File: src/rtl/deadband_pkg.sv
package deadband_pkg;

  // Action requested of the tick-length register in one cycle.
  typedef enum logic [1:0] {
    ADJ_HOLD = 2'd0,
    ADJ_UP   = 2'd1,
    ADJ_DOWN = 2'd2
  } adj_cmd_e;

endpackage

File: src/rtl/db_reset_sync.sv
module db_reset_sync (
  input  logic clk,
  input  logic rst_n,
  output logic rst_core_n
);

  logic [1:0] stage_q;

  // Asserts at once, and releases two edges after rst_n rises.
  always_ff @(posedge clk or negedge rst_n) begin
    if (!rst_n) begin
      stage_q <= 2'b00;
    end else begin
      stage_q <= {stage_q[0], 1'b1};
    end
  end

  assign rst_core_n = stage_q[1];

endmodule

File: src/rtl/db_button_in.sv
module db_button_in #(
  parameter int STAGES = 2
) (
  input  logic clk,
  input  logic rst_n,
  input  logic btn,
  output logic press
);

  logic [STAGES-1:0] sync_q;
  logic [STAGES-1:0] sync_d;
  logic              prev_q;

  always_comb begin
    sync_d = {sync_q[STAGES-2:0], btn};
  end

  always_ff @(posedge clk or negedge rst_n) begin
    if (!rst_n) begin
      sync_q <= '0;
      prev_q <= 1'b0;
    end else begin
      sync_q <= sync_d;
      prev_q <= sync_q[STAGES-1];
    end
  end

  // A single-cycle pulse on the synchronised rising edge.
  assign press = sync_q[STAGES-1] & ~prev_q;

  // a held button yields one pulse, never two in a row
  p_one_pulse_r6: assert property (@(posedge clk) disable iff (!rst_n)
    press |=> !press);

endmodule

File: src/rtl/db_period_reg.sv
module db_period_reg
  import deadband_pkg::*;
#(
  parameter int DIV_W    = 16,
  parameter int DIV_MAX  = 50000,
  parameter int DIV_INIT = 50
) (
  input  logic             clk,
  input  logic             rst_n,
  input  logic             up_pulse,
  input  logic             down_pulse,
  output logic [DIV_W-1:0] period
);

  localparam logic [DIV_W-1:0] P_MAX  = DIV_W'(DIV_MAX);
  localparam logic [DIV_W-1:0] P_MIN  = DIV_W'(1);
  localparam logic [DIV_W-1:0] P_INIT = DIV_W'(DIV_INIT);

  adj_cmd_e         cmd;
  logic [DIV_W-1:0] per_q;
  logic [DIV_W-1:0] per_d;
  logic             per_en;

  always_comb begin
    unique case ({up_pulse, down_pulse})
      2'b10:   cmd = ADJ_UP;
      2'b01:   cmd = ADJ_DOWN;
      default: cmd = ADJ_HOLD;
    endcase
  end

  always_comb begin
    per_d  = per_q;
    per_en = 1'b0;
    case (cmd)
      ADJ_UP: begin
        if (per_q < P_MAX) begin
          per_d  = per_q + P_MIN;
          per_en = 1'b1;
        end
      end
      ADJ_DOWN: begin
        if (per_q > P_MIN) begin
          per_d  = per_q - P_MIN;
          per_en = 1'b1;
        end
      end
      default: begin
        per_d  = per_q;
        per_en = 1'b0;
      end
    endcase
  end

  always_ff @(posedge clk or negedge rst_n) begin
    if (!rst_n) begin
      per_q <= P_INIT;
    end else if (per_en) begin
      per_q <= per_d;
    end
  end

  assign period = per_q;

  // the tick length stays inside its clamps
  p_period_range_r8: assert property (@(posedge clk) disable iff (!rst_n)
    (per_q >= P_MIN) && (per_q <= P_MAX));

  // a lone up press below the top raises the value by one
  p_step_up_r6: assert property (@(posedge clk) disable iff (!rst_n)
    (up_pulse && !down_pulse && per_q < P_MAX) |=> per_q == $past(per_q) + P_MIN);

  // a lone down press above the bottom lowers the value by one
  p_step_down_r7: assert property (@(posedge clk) disable iff (!rst_n)
    (down_pulse && !up_pulse && per_q > P_MIN) |=> per_q == $past(per_q) - P_MIN);

  // simultaneous presses leave the value alone
  p_both_hold_r11: assert property (@(posedge clk) disable iff (!rst_n)
    (up_pulse && down_pulse) |=> $stable(per_q));

endmodule

File: src/rtl/db_edge_delay.sv
module db_edge_delay #(
  parameter int DIV_W   = 16,
  parameter int N_TICKS = 8
) (
  input  logic             clk,
  input  logic             rst_n,
  input  logic             raw,
  input  logic [DIV_W-1:0] period,
  output logic             active
);

  localparam int              TW        = $clog2(N_TICKS + 1);
  localparam logic [TW-1:0]   LAST_TICK = TW'(N_TICKS - 1);
  localparam logic [DIV_W-1:0] ONE      = DIV_W'(1);

  logic [DIV_W-1:0] pre_q;
  logic [DIV_W-1:0] pre_d;
  logic [TW-1:0]    tk_q;
  logic [TW-1:0]    tk_d;
  logic             on_q;
  logic             on_d;
  logic             tick;
  logic             upd_en;

  // The >= comparison keeps a shortened period from running the prescaler past it.
  always_comb begin
    tick   = (pre_q >= (period - ONE));
    pre_d  = pre_q;
    tk_d   = tk_q;
    on_d   = on_q;
    upd_en = !(raw && on_q);
    if (!raw) begin
      pre_d = '0;
      tk_d  = '0;
      on_d  = 1'b0;
    end else if (!on_q) begin
      if (tick) begin
        pre_d = '0;
        if (tk_q == LAST_TICK) begin
          tk_d = '0;
          on_d = 1'b1;
        end else begin
          tk_d = tk_q + TW'(1);
        end
      end else begin
        pre_d = pre_q + ONE;
      end
    end
  end

  always_ff @(posedge clk or negedge rst_n) begin
    if (!rst_n) begin
      pre_q <= '0;
      tk_q  <= '0;
      on_q  <= 1'b0;
    end else if (upd_en) begin
      pre_q <= pre_d;
      tk_q  <= tk_d;
      on_q  <= on_d;
    end
  end

  assign active = on_q;

  // a dropped source switches the gate off on the next edge
  p_drop_off_r4: assert property (@(posedge clk) disable iff (!rst_n)
    !raw |=> !active);

  // a turn-on only follows an edge on which the source was high
  p_on_needs_src_r5: assert property (@(posedge clk) disable iff (!rst_n)
    $rose(active) |-> $past(raw));

endmodule

File: src/rtl/deadband_gate.sv
module deadband_gate #(
  parameter int NPAIR       = 3,
  parameter int DIV_W       = 16,
  parameter int DIV_MAX     = 50000,
  parameter int DIV_INIT    = 50,
  parameter int N_TICKS     = 8,
  parameter int SYNC_STAGES = 2
) (
  input  logic             clk,
  input  logic             rst_n,
  input  logic [NPAIR-1:0] pwm_in,
  input  logic             btn_longer,
  input  logic             btn_shorter,
  output logic [NPAIR-1:0] shunt_drv_n,
  output logic [NPAIR-1:0] series_drv_n,
  output logic [DIV_W-1:0] period_val
);

  logic             rst_core_n;
  logic             up_pulse;
  logic             down_pulse;
  logic [DIV_W-1:0] period;
  logic [NPAIR-1:0] shunt_on;
  logic [NPAIR-1:0] series_on;

  db_reset_sync u_rst (
    .clk        (clk),
    .rst_n      (rst_n),
    .rst_core_n (rst_core_n)
  );

  db_button_in #(.STAGES(SYNC_STAGES)) u_btn_up (
    .clk   (clk),
    .rst_n (rst_core_n),
    .btn   (btn_longer),
    .press (up_pulse)
  );

  db_button_in #(.STAGES(SYNC_STAGES)) u_btn_dn (
    .clk   (clk),
    .rst_n (rst_core_n),
    .btn   (btn_shorter),
    .press (down_pulse)
  );

  db_period_reg #(
    .DIV_W    (DIV_W),
    .DIV_MAX  (DIV_MAX),
    .DIV_INIT (DIV_INIT)
  ) u_period (
    .clk        (clk),
    .rst_n      (rst_core_n),
    .up_pulse   (up_pulse),
    .down_pulse (down_pulse),
    .period     (period)
  );

  for (genvar p = 0; p < NPAIR; p++) begin : g_pair
    db_edge_delay #(.DIV_W(DIV_W), .N_TICKS(N_TICKS)) u_shunt (
      .clk    (clk),
      .rst_n  (rst_core_n),
      .raw    (pwm_in[p]),
      .period (period),
      .active (shunt_on[p])
    );

    db_edge_delay #(.DIV_W(DIV_W), .N_TICKS(N_TICKS)) u_series (
      .clk    (clk),
      .rst_n  (rst_core_n),
      .raw    (~pwm_in[p]),
      .period (period),
      .active (series_on[p])
    );

    // both switches of one phase never conduct together
    p_pair_excl_r10: assert property (@(posedge clk) disable iff (!rst_core_n)
      !(shunt_on[p] && series_on[p]));
  end

  // Inverting output stage for optocoupler-driven gates.
  assign shunt_drv_n  = ~shunt_on;
  assign series_drv_n = ~series_on;
  assign period_val   = period;

endmodule

File: config.mk
export PLATFORM = sky130hd
export DESIGN_NAME = deadband_gate
export DESIGN_NICKNAME = d
export VERILOG_FILES = /design/src/rtl/deadband_pkg.sv /design/src/rtl/db_reset_sync.sv /design/src/rtl/db_button_in.sv /design/src/rtl/db_period_reg.sv /design/src/rtl/db_edge_delay.sv /design/src/rtl/deadband_gate.sv
export SDC_FILE = /design/constraint.sdc
export NUM_CORES = 1
export LEC_CHECK = 0
export BUFFER_PORTS_ARGS = -buffer_cell sky130_fd_sc_hd__buf_2
export CAP_MARGIN = 20
export CORE_MARGIN = 4
export CORE_UTILIZATION = 25
export CTS_CLUSTER_SIZE = 40
export DETAILED_ROUTE_END_ITERATION = 16
export GPL_ROUTABILITY_DRIVEN = 0
export GPL_TIMING_DRIVEN = 0
export HOLD_SLACK_MARGIN = 0.08
export SYNTH_ARGS = -nofsm -noshare
export SYNTH_HDL_FRONTEND = slang
export SYNTH_SLANG_ARGS = --single-unit
File: constraint.sdc
create_clock -name clk -period 6.1 [get_ports clk]
set_clock_uncertainty 0.15 [all_clocks]
set_input_delay 0.305 -clock clk [delete_from_list [all_inputs] [get_ports clk]]
set_output_delay 0.305 -clock clk [all_outputs]
set_load 0.02 [all_outputs]
Yosys cells after proc, flatten, opt, wreduce, memory -nomap -nowiden. Index checks and enable logic that the tools add are counted.

Bits in registers: 150. Input port bits: 7. Output and inout port bits: 22. Logic and storage cells: 178.

Add/subtract/negate cells: 14. Order comparisons: 8. Equal/unequal tests: 21. Multiplexer cells: 73. Bitwise logic cells: 15. Reductions and logical operators: 23.

Operators by type and width (number): $mux 16 (20); $add 16x1->16 const B (7); $ge 16x16->1 (6); $mux 4 (24); $pmux 16 s2 (1); $mux 1 (26); $add 4x1->4 const B (6); $eq 4x3->1 const B (6); $reduce_and 3->1 (6); $gt 16x1->1 const B (1); $lt 16x16->1 const B (1); $sub 16x1->16 const B (1); $ne 2x2->1 const B (6); $reduce_and 2->1 (6); $not 1->1 (11); $ne 2x1->1 const B (5); $reduce_bool 2->1 (4); $logic_and 1x1->1 (6); $not 3->3 (2); $eq 2x1->1 const B (2); $eq 2x2->1 const B (2); $pmux 2 s2 (1); $reduce_and 4->1 (1); $and 1x1->1 (2); $pmux 1 s2 (1).

Longest topological paths before layout. Gate-level depths: netlist of run 1.

Depth in word-level cells: 7. Mapped depth: 17. Mapped depth without buffers: 15.

Cells and area by module. From an unflattened synthesis of run 1, not the netlist that was laid out.

Cells, all modules: 1263. Area total of the unflattened synthesis: 11933.9 um2.

By module, submodules not included: db_edge_delay (g_pair[0].u_series ...) (times used 4, cells each 190, area an instance 1796.7 um2, seq. area each 525.5 um2); db_edge_delay (g_pair[2].u_shunt) (times used 1, cells each 178, area an instance 1646.6 um2, seq. area each 525.5 um2); db_edge_delay (g_pair[1].u_series) (times used 1, cells each 181, area an instance 1636.6 um2, seq. area each 525.5 um2); db_period_reg (times used 1, cells each 124, area an instance 1198.6 um2, seq. area each 404.1 um2); db_button_in (times used 2, cells each 4, area an instance 88.8 um2, seq. area each 75.1 um2); db_reset_sync (times used 1, cells each 3, area an instance 53.8 um2, seq. area each 50.0 um2); deadband_gate (times used 1, cells each 9, area an instance 33.8 um2, seq. area each 0.0 um2).

Worst setup path before layout of run 1. OpenSTA, ideal clock, no wires.

Path type: register -> register. Start point: register u_period.per_q[3], in the netlist u_period.period[3]. End point: register g_pair[1].u_shunt.pre_q[10]. Setup time: 141 ps. Arrival: 3967 ps. Data required time: 5809 ps. Path slack: 1842 ps. Stages on the path, launching flop included: 17. Buffers on the path: 2. Period minus slack after synthesis: 4258 ps. Path through: dfrtp_1 clkbuf_1 nor4_1 and3_1 nor3b_1 nor3b_1 nand2_1 xor2_1 ha_1 and4_1 and2_1 nand2_1 nor4_1 nor2_1 buf_2 o21ai_1 nor2_1.

Longest elaborated chain between the ends: 5.

Ends and longest elaborated chain: start, declared (RTL line db_period_reg.sv:20) `logic [DIV_W-1:0] per_q;`; start signal, assigned (RTL line db_period_reg.sv:59) `per_q <= per_d;`; $sub 16x1->16 (RTL line db_edge_delay.sv:27) `tick = (pre_q >= (period - ONE));`; $ge 16x16->1 (RTL line db_edge_delay.sv:27); $mux 16 (RTL line db_edge_delay.sv:37) `if (tick) begin`; $mux 16 (RTL line db_edge_delay.sv:36) `end else if (!on_q) begin`; $mux 16 (RTL line db_edge_delay.sv:32) `if (!raw) begin`; end signal, assigned (RTL line db_edge_delay.sv:57) `pre_q <= pre_d;`; end, declared (RTL line db_edge_delay.sv:16) `logic [DIV_W-1:0] pre_q;`.

Every way passes these cells. The select of a mux whose other input is x is not followed. A chain may end at the register's enable or synchronous reset.

Worst setup path after layout of run 1.
Start point: register u_period.per_q[0], in the netlist u_period.period[0]. End point: register g_pair[1].u_shunt.pre_q[7].

The elaborated chain is that of the path after synthesis.

==> flow_summary.toml, run 1 <==
[critical_path]
r2r_start = "u_period.period[0]$_DFFE_PN0P_"
cp-startpoint = "u_period.period[0]$_DFFE_PN0P_"
startpoint_type = "flip-flop"
required_ns = 6.23
critPathKind = "flip-flop to flip-flop"
worst-path-max-fanout = 10
cp-end-kind = "flip-flop"
cp.arrival_ns = 5.70

[drt]
drc = 0
firstDrtPassIters = 5
wl_per_cell_um = 14.48
ant_nets = 0
viasPerCell = 4.780
drt_wl_total_um = 24180
vias = 7982
drt_iter0_drc = 482

[final_layout]
final_common_cell = "dfrtp_1"
syn_to_final_growth_pct = 16.01
regArea_um2 = 3761
layout.nets = 1248
layout_common_cells = "dfrtp_1, nor2_1, ha_1"
multi_input_area_um2 = 5861
antennaDiodeCount = 0
drive_gt1_share_pct = 9.549
fillers = 4062
utilization_pct = 29.58

[power]
p_leak_nw = 5.023
power.density_nw_per_um2 = 331.0
ir_drop_v = 0.0002286
total_power_mw = 3.811

[job]
max-cap-violations = 0

[global_routing]
grt_pass1_wl_um = 40450
grt-ovfl-total = 0
gr-usage-all-layers_pct = 11.25
antenna_found_initial = 0
grt_pass1_vias = 7828
grt_max_degree = 64

[min_path]
hold_path.class = "input pin to flip-flop"
min_from = "pwm_in[0]"

[synth]
synth.largest_area_cell = "dfrtp_1"
synth_area_um2 = 9923
synth_cells = 1079
ys_ff_latch = 150
async_reset_ff_share_pct = 100.0
yosysWarnings = 0
synth.top_cell.area_share_pct = 37.07
ys_types = 69
synth.area.top_cells = "dfrtp_1, ha_1, nor2_1, xnor2_1, xor2_1"
syn_nets = 1187
synth-edff-count = 0
synth_ff_type = "dfrtp_1"
seq_area_frac_synth_pct = 37.86
syn_avg_cell_area_um2 = 9.197

[floorplanning]
rows = 72
start_util_pct = 25.50
die-area_um2 = 42940
die_h_um = 207.2
die-width_um = 207.2
ios = 29
core_um2 = 38920

[cts]
worstSkewPairLatency_ns = 0.43
cts_made_buffers = 17
cts_setup_buffers = 0
htreeDepth = 4
cts_buffer_depth = 2
tritoncts = "built"
clk_transition_reported_paths_ns = 0.06
clock-sinks = 150
clock-root-buffer = "clkbuf_16"

[timing]
tightest_slew_ns = 1.089
rsz0062_at_grt = "false"
setup_viol_count_final = 0
fmax_mhz = 179.5
maxSlewViolCount = 0
hold_viol_final = 0
fin_crit_sh_pct = 91.35
period_minus_slack_ns = 5.572
slew_headroom_pct = 27.10

[status]
status = "finished clean"

[place]
port-buffer-count = 28
dp_hpwl_um = 17630
-- worst paths after layout --
check	to	slack, ns	depth (start not counted)
setup / recovery	g_pair[1].u_shunt.pre_q[7]$_DFFE_PN0N_	0.53	15
hold / removal	g_pair[0].u_shunt.pre_q[3]$_DFFE_PN0N_	0.10	3
setup reg to reg	g_pair[1].u_shunt.pre_q[7]$_DFFE_PN0N_	0.53	15
hold reg to reg	g_pair[1].u_shunt.pre_q[9]$_DFFE_PN0N_	0.20	0
max in group asynchronous	u_period.period[13]$_DFFE_PN0P_	4.88	1
min in group asynchronous	g_pair[1].u_shunt.pre_q[9]$_DFFE_PN0N_	0.20	0
-- logic make-up (layout without fill, tap and decap cells) --
| logic type | count (synthesis) | in the layout | synth area share (%) |
|---|---|---|---|
| multiplexers | 12 | 12 | 1.223 |
| AND/OR/NAND/NOR | 458 | 458 | 23.38 |
| flip-flops | 150 | 150 | 37.86 |
| buffers and inverters | 74 | 147 | 3.228 |
| adder cells (fa/ha/maj) | 104 | 104 | 13.04 |
| XOR/XNOR | 109 | 109 | 9.898 |
| other | 1 | 1 | 0.03779 |
| AO/OA/AOI/OAI | 171 | 171 | 11.34 |
-- where the power goes --
part	leakage, nW	total (mW)	switching, mW	internal (mW)
Sequential	2.03	1.17	0.0994	1.07
Clock	0.290	1.13	0.439	0.691
Combinational	2.70	1.51	0.950	0.565
Total	5.02	3.81	1.49	2.32
-- through the flow --
stage / std cells / hold slack [ns] / worst slack [ns] / area (um^2) / setup TNS (ns)
after floorplan: 1079 / -0.1406 / 1.466 / 9923 / 0
after global placement: 1625 / -0.05902 / -0.5699 / 10710 / -81.49
after detailed placement: 1634 / -0.05265 / 0.3564 / 10830 / 0
after CTS: 1670 / 0.08948 / 0.3511 / 11500 / 0
after global routing: 1670 / 0.1212 / 0.2165 / 11510 / 0
final: 1670 / 0.1002 / 0.5276 / 11510 / 0
-- sequential cells by signal, indices dropped and copies added (netlist names), 3 cells and up --
register / flops
g_pair.u_series.active: 3
g_pair.u_series.pre_q: 48
g_pair.u_series.tk_q: 12
g_pair.u_shunt.active: 3
g_pair.u_shunt.pre_q: 48
g_pair.u_shunt.tk_q: 12
u_period.period: 16
-- critical path, stage by stage, from the launching register on --
cell and delay, ns:
dfrtp_1 0.49, inv_1 0.51, ha_1 0.38, or3b_2 0.55, nor3_1 0.40, nand2_1 0.16
xor2_2 0.55, ha_1 0.23, and4_1 0.20, and2_1 0.17, nand2_1 0.06, nor4_1 0.44
nor2_1 0.15, buf_2 0.21, o21ai_1 0.62, nor2_1 0.13
-- final cells by class --
type	instances	share of cell area, %
Clock buffer	18	3.815
Sequential cell	150	32.67
Multi-Input combinational cell	855	50.91
Timing Repair Buffer	42	2.619
Tap cell	518	5.630
Clock inverter	13	1.576
Inverter	35	1.141
Buffer	39	1.641
-- cells in the mapped netlist, types with 11 or more instances --
| cell | count |
|---|---|
| a21oi_1 | 59 |
| xor2_1 | 51 |
| mux2i_1 | 11 |
| xnor2_1 | 56 |
| dfrtp_1 | 147 |
| nor3_1 | 19 |
| nand2b_1 | 13 |
| nand3_1 | 55 |
| nor2b_1 | 12 |
| o21ai_0 | 20 |
| and4_1 | 11 |
| a21o_1 | 19 |
| and3_1 | 17 |
| clkbuf_1 | 32 |
| inv_1 | 32 |
| nand4_1 | 26 |
| ha_1 | 101 |
| nand2_1 | 93 |
| nor2_1 | 145 |
-- timing repair --
action                                  4_1_cts  5_1_grt
hold endpoints to repair                      5        0
endpoints found under the setup margin        0        3
resized for setup                             0        2
hold buffers                                  5        0
-- layer usage --
| metal | wire, um | track usage [%] | up-vias |
|---|---|---|---|
| li1 | - | - | 3940 |
| met1 | 11810 | 15.78 | 3846 |
| met2 | 11200 | 18.15 | 164 |
| met3 | 834 | 1.904 | 32 |
| met4 | 333 | 2.759 | 0 |
| met5 | 0 | 0 | - |
No activity file was read; power rests on OpenSTA's default activity.
==> run 2: changes to the inputs <==
- CORE_MARGIN: 4 -> 2
- RECOVER_POWER: default -> 25
==> run 2 against run 1 <==
The flow now finishes with violations (capacitance limit, slew limit). Total power fell by 0.81%. Sequential cell count did not move. Setup slack got worse by 0.18 ns. Clock-buffer cell count did not move. Critical endpoint is now g_pair[1].u_shunt.pre_q[11]$_DFFE_PN0N_.
==> flow_summary.toml, run 2 (synthesized netlist as in run 1, its figures left out) <==
[critical_path]
cp-end-kind = "flip-flop"
timing.rr.end = "g_pair[1].u_shunt.pre_q[11]$_DFFE_PN0N_"
startpoint_type = "flip-flop"
cp_slowest_cell = "xor2_1"
required_ns = 6.24
critPathKind = "flip-flop to flip-flop"
r2r_cells = 15
crit_path_cell_trace = "inv_1 > ha_1 > or3b_2 > nor3_1 > nand2_1 > xor2_1 > ha_1 > and4_1 > and2_1 > nand2_1 > nor4_1 > nor2_1 > buf_2 > o21ai_1 > nor2_1"
slowest_delay_ns = 0.83
reg2reg_slack_ns = 0.35
cp.arrival_ns = 5.89
worst-path-max-fanout = 10
r2r_start = "u_period.period[0]$_DFFE_PN0P_"

[floorplanning]
die_h_um = 203.2
rows = 72
start_util_pct = 25.50
die-area_um2 = 41300
die-width_um = 203.2
ios = 29
core_um2 = 38920

[power]
swShare_pct = 39.54
power_frac_comb_pct = 40.0
p_leak_nw = 5.012
power.density_nw_per_um2 = 329.5
p_sw_mw = 1.495
p_seq_share_pct = 30.6
power.share.clock_pct = 29.4
intPower_mw = 2.285
ir_drop_v = 0.0001693

[final_layout]
finalInstanceArea_um2 = 11470
drive_gt1_share_pct = 9.437
antennaDiodeCount = 0
final_common_cell = "dfrtp_1"
layout.nets = 1250
layout_common_cells = "dfrtp_1, nor2_1, ha_1"
multi_input_area_um2 = 5853
fillers = 4075
syn_to_final_growth_pct = 15.61
regArea_um2 = 3761

[cts]
cts_setup_buffers = 0
clock-root-buffer = "clkbuf_16"
clk_transition_reported_paths_ns = 0.07
cts_made_buffers = 17
tritoncts = "built"
clock-sinks = 150
cts_buffer_depth = 2
htreeDepth = 4
worstSkewPairLatency_ns = 0.43

[timing]
setup_ws_ns = 0.3493
period_minus_slack_ns = 5.751
setup_viol_count_final = 0
slew_headroom_pct = -145.8
rsz0062_at_grt = "false"
tightest_slew_ns = 3.688
fmax_mhz = 173.9
hold_viol_final = 0
maxSlewViolCount = 135
fin_crit_sh_pct = 94.27
setup_tns_ns = 0

[min_path]
hold_end = "g_pair[2].u_shunt.pre_q[6]$_DFFE_PN0N_"
holdPathStages = 3
min_from = "pwm_in[2]"
hold_path.class = "input pin to flip-flop"

[drt]
drc = 0
ant_nets = 0
firstDrtPassIters = 5
drt_iter0_drc = 562
wl_per_cell_um = 14.47
vias = 8023
viasPerCell = 4.796
drt_wl_total_um = 24200

[place]
placed_cell_area_um2 = 10820
dp_worst_setup_slack_ns = 0.3314
dp_hpwl_um = 17630
port-buffer-count = 28

[global_routing]
grt-ovfl-total = 0
gr-usage-all-layers_pct = 12.22
grt_max_degree = 69
grt_pass1_wl_um = 41080
antenna_found_initial = 0
grt_pass1_vias = 7980

[job]
max-cap-violations = 2

[status]
violations = "capacitance limit, slew limit"
status = "finished with violations"
[run 2: cell types whose count changed in the layout (fill, tap and decap cells not counted), sizes merged]
cell,before,now
buf,44,42
clkbuf,50,52
clkinv,7,9
clkinvlp,5,3
dlygate4sd3,5,7
inv,32,34
bufinv,4,3
[run 2: critical path: cells and delay by family, from the launching register on]
kind,cells,cell delay (ns)
adder cells (fa/ha/maj),2,0.60
AO/OA/AOI/OAI,1,0.62
AND/OR/NAND/NOR,9,2.21
XOR/XNOR,1,0.83
flip-flops,1,0.48
buffers and inverters,2,0.69
[run 2: repair_timing]
item | in CTS | in global routing
hold buffers | 7 | 0
endpoints found under the setup margin | 0 | 7
endpoints found under the hold margin | 22 | 0
resized for setup | 0 | 1
[run 2: how the worst max path moves through the flow]
stage / startpoint / end / slack (ns) / cells after the start
3_5_place_dp: u_period.period[0]$_DFFE_PN0P_ / g_pair[1].u_shunt.pre_q[11]$_DFFE_PN0N_ / 0.33 / 15
4_1_cts: u_period.period[3]$_DFFE_PN0P_ / g_pair[1].u_shunt.pre_q[11]$_DFFE_PN0N_ / 0.31 / 16
5_1_grt: u_period.period[0]$_DFFE_PN0P_ / g_pair[1].u_shunt.pre_q[11]$_DFFE_PN0N_ / 0.01 / 15
3_3_place_gp: u_rst.stage_q[1]$_DFF_PN0_ / u_period.period[15]$_DFFE_PN0P_ / -0.52 / 0
2_1_floorplan: u_rst.stage_q[1]$_DFF_PN0_ / g_pair[0].u_series.active$_DFFE_PN0N_ / 1.47 / 0
6_report: u_period.period[0]$_DFFE_PN0P_ / g_pair[1].u_shunt.pre_q[11]$_DFFE_PN0N_ / 0.35 / 15
[run 2: final cells by class]
class                           instances  area share, %
Timing Repair Buffer                   44          2.399
Clock inverter                         14          1.527
Inverter                               35          1.145
Sequential cell                       150          32.78
Tap cell                              518          5.649
Clock buffer                           18          3.828
Multi-Input combinational cell        855          51.02
Buffer                                 39          1.647
[run 2: per-stage QoR]
stage	hold WS (ns)	power, mW	util (%)	instances
2_1_floorplan	-0.1406	2.116	-	1079
3_3_place_gp	-0.05956	2.562	27.52	1625
3_5_place_dp	-0.05481	2.659	27.80	1633
4_1_cts	0.1346	3.797	29.56	1672
5_1_grt	0.1889	4.036	29.48	1673
6_report	0.1374	3.780	29.48	1673
[run 2: per-layer routing]
metal  GRT usage, %  share of wire, %
met1          16.66                49
met2          19.77                47
met3          1.806               2.8
met4          4.171               1.8
met5              0                 0
[run 2: power by group through the flow]
stage          clock (mW)  sequential, mW  combinational, mW
6_report             1.11            1.16               1.51
2_1_floorplan           0            1.22              0.896
3_5_place_dp            0            1.18               1.48
5_1_grt              1.18            1.17               1.68
4_1_cts              1.14            1.15               1.50
3_3_place_gp            0            1.19               1.37
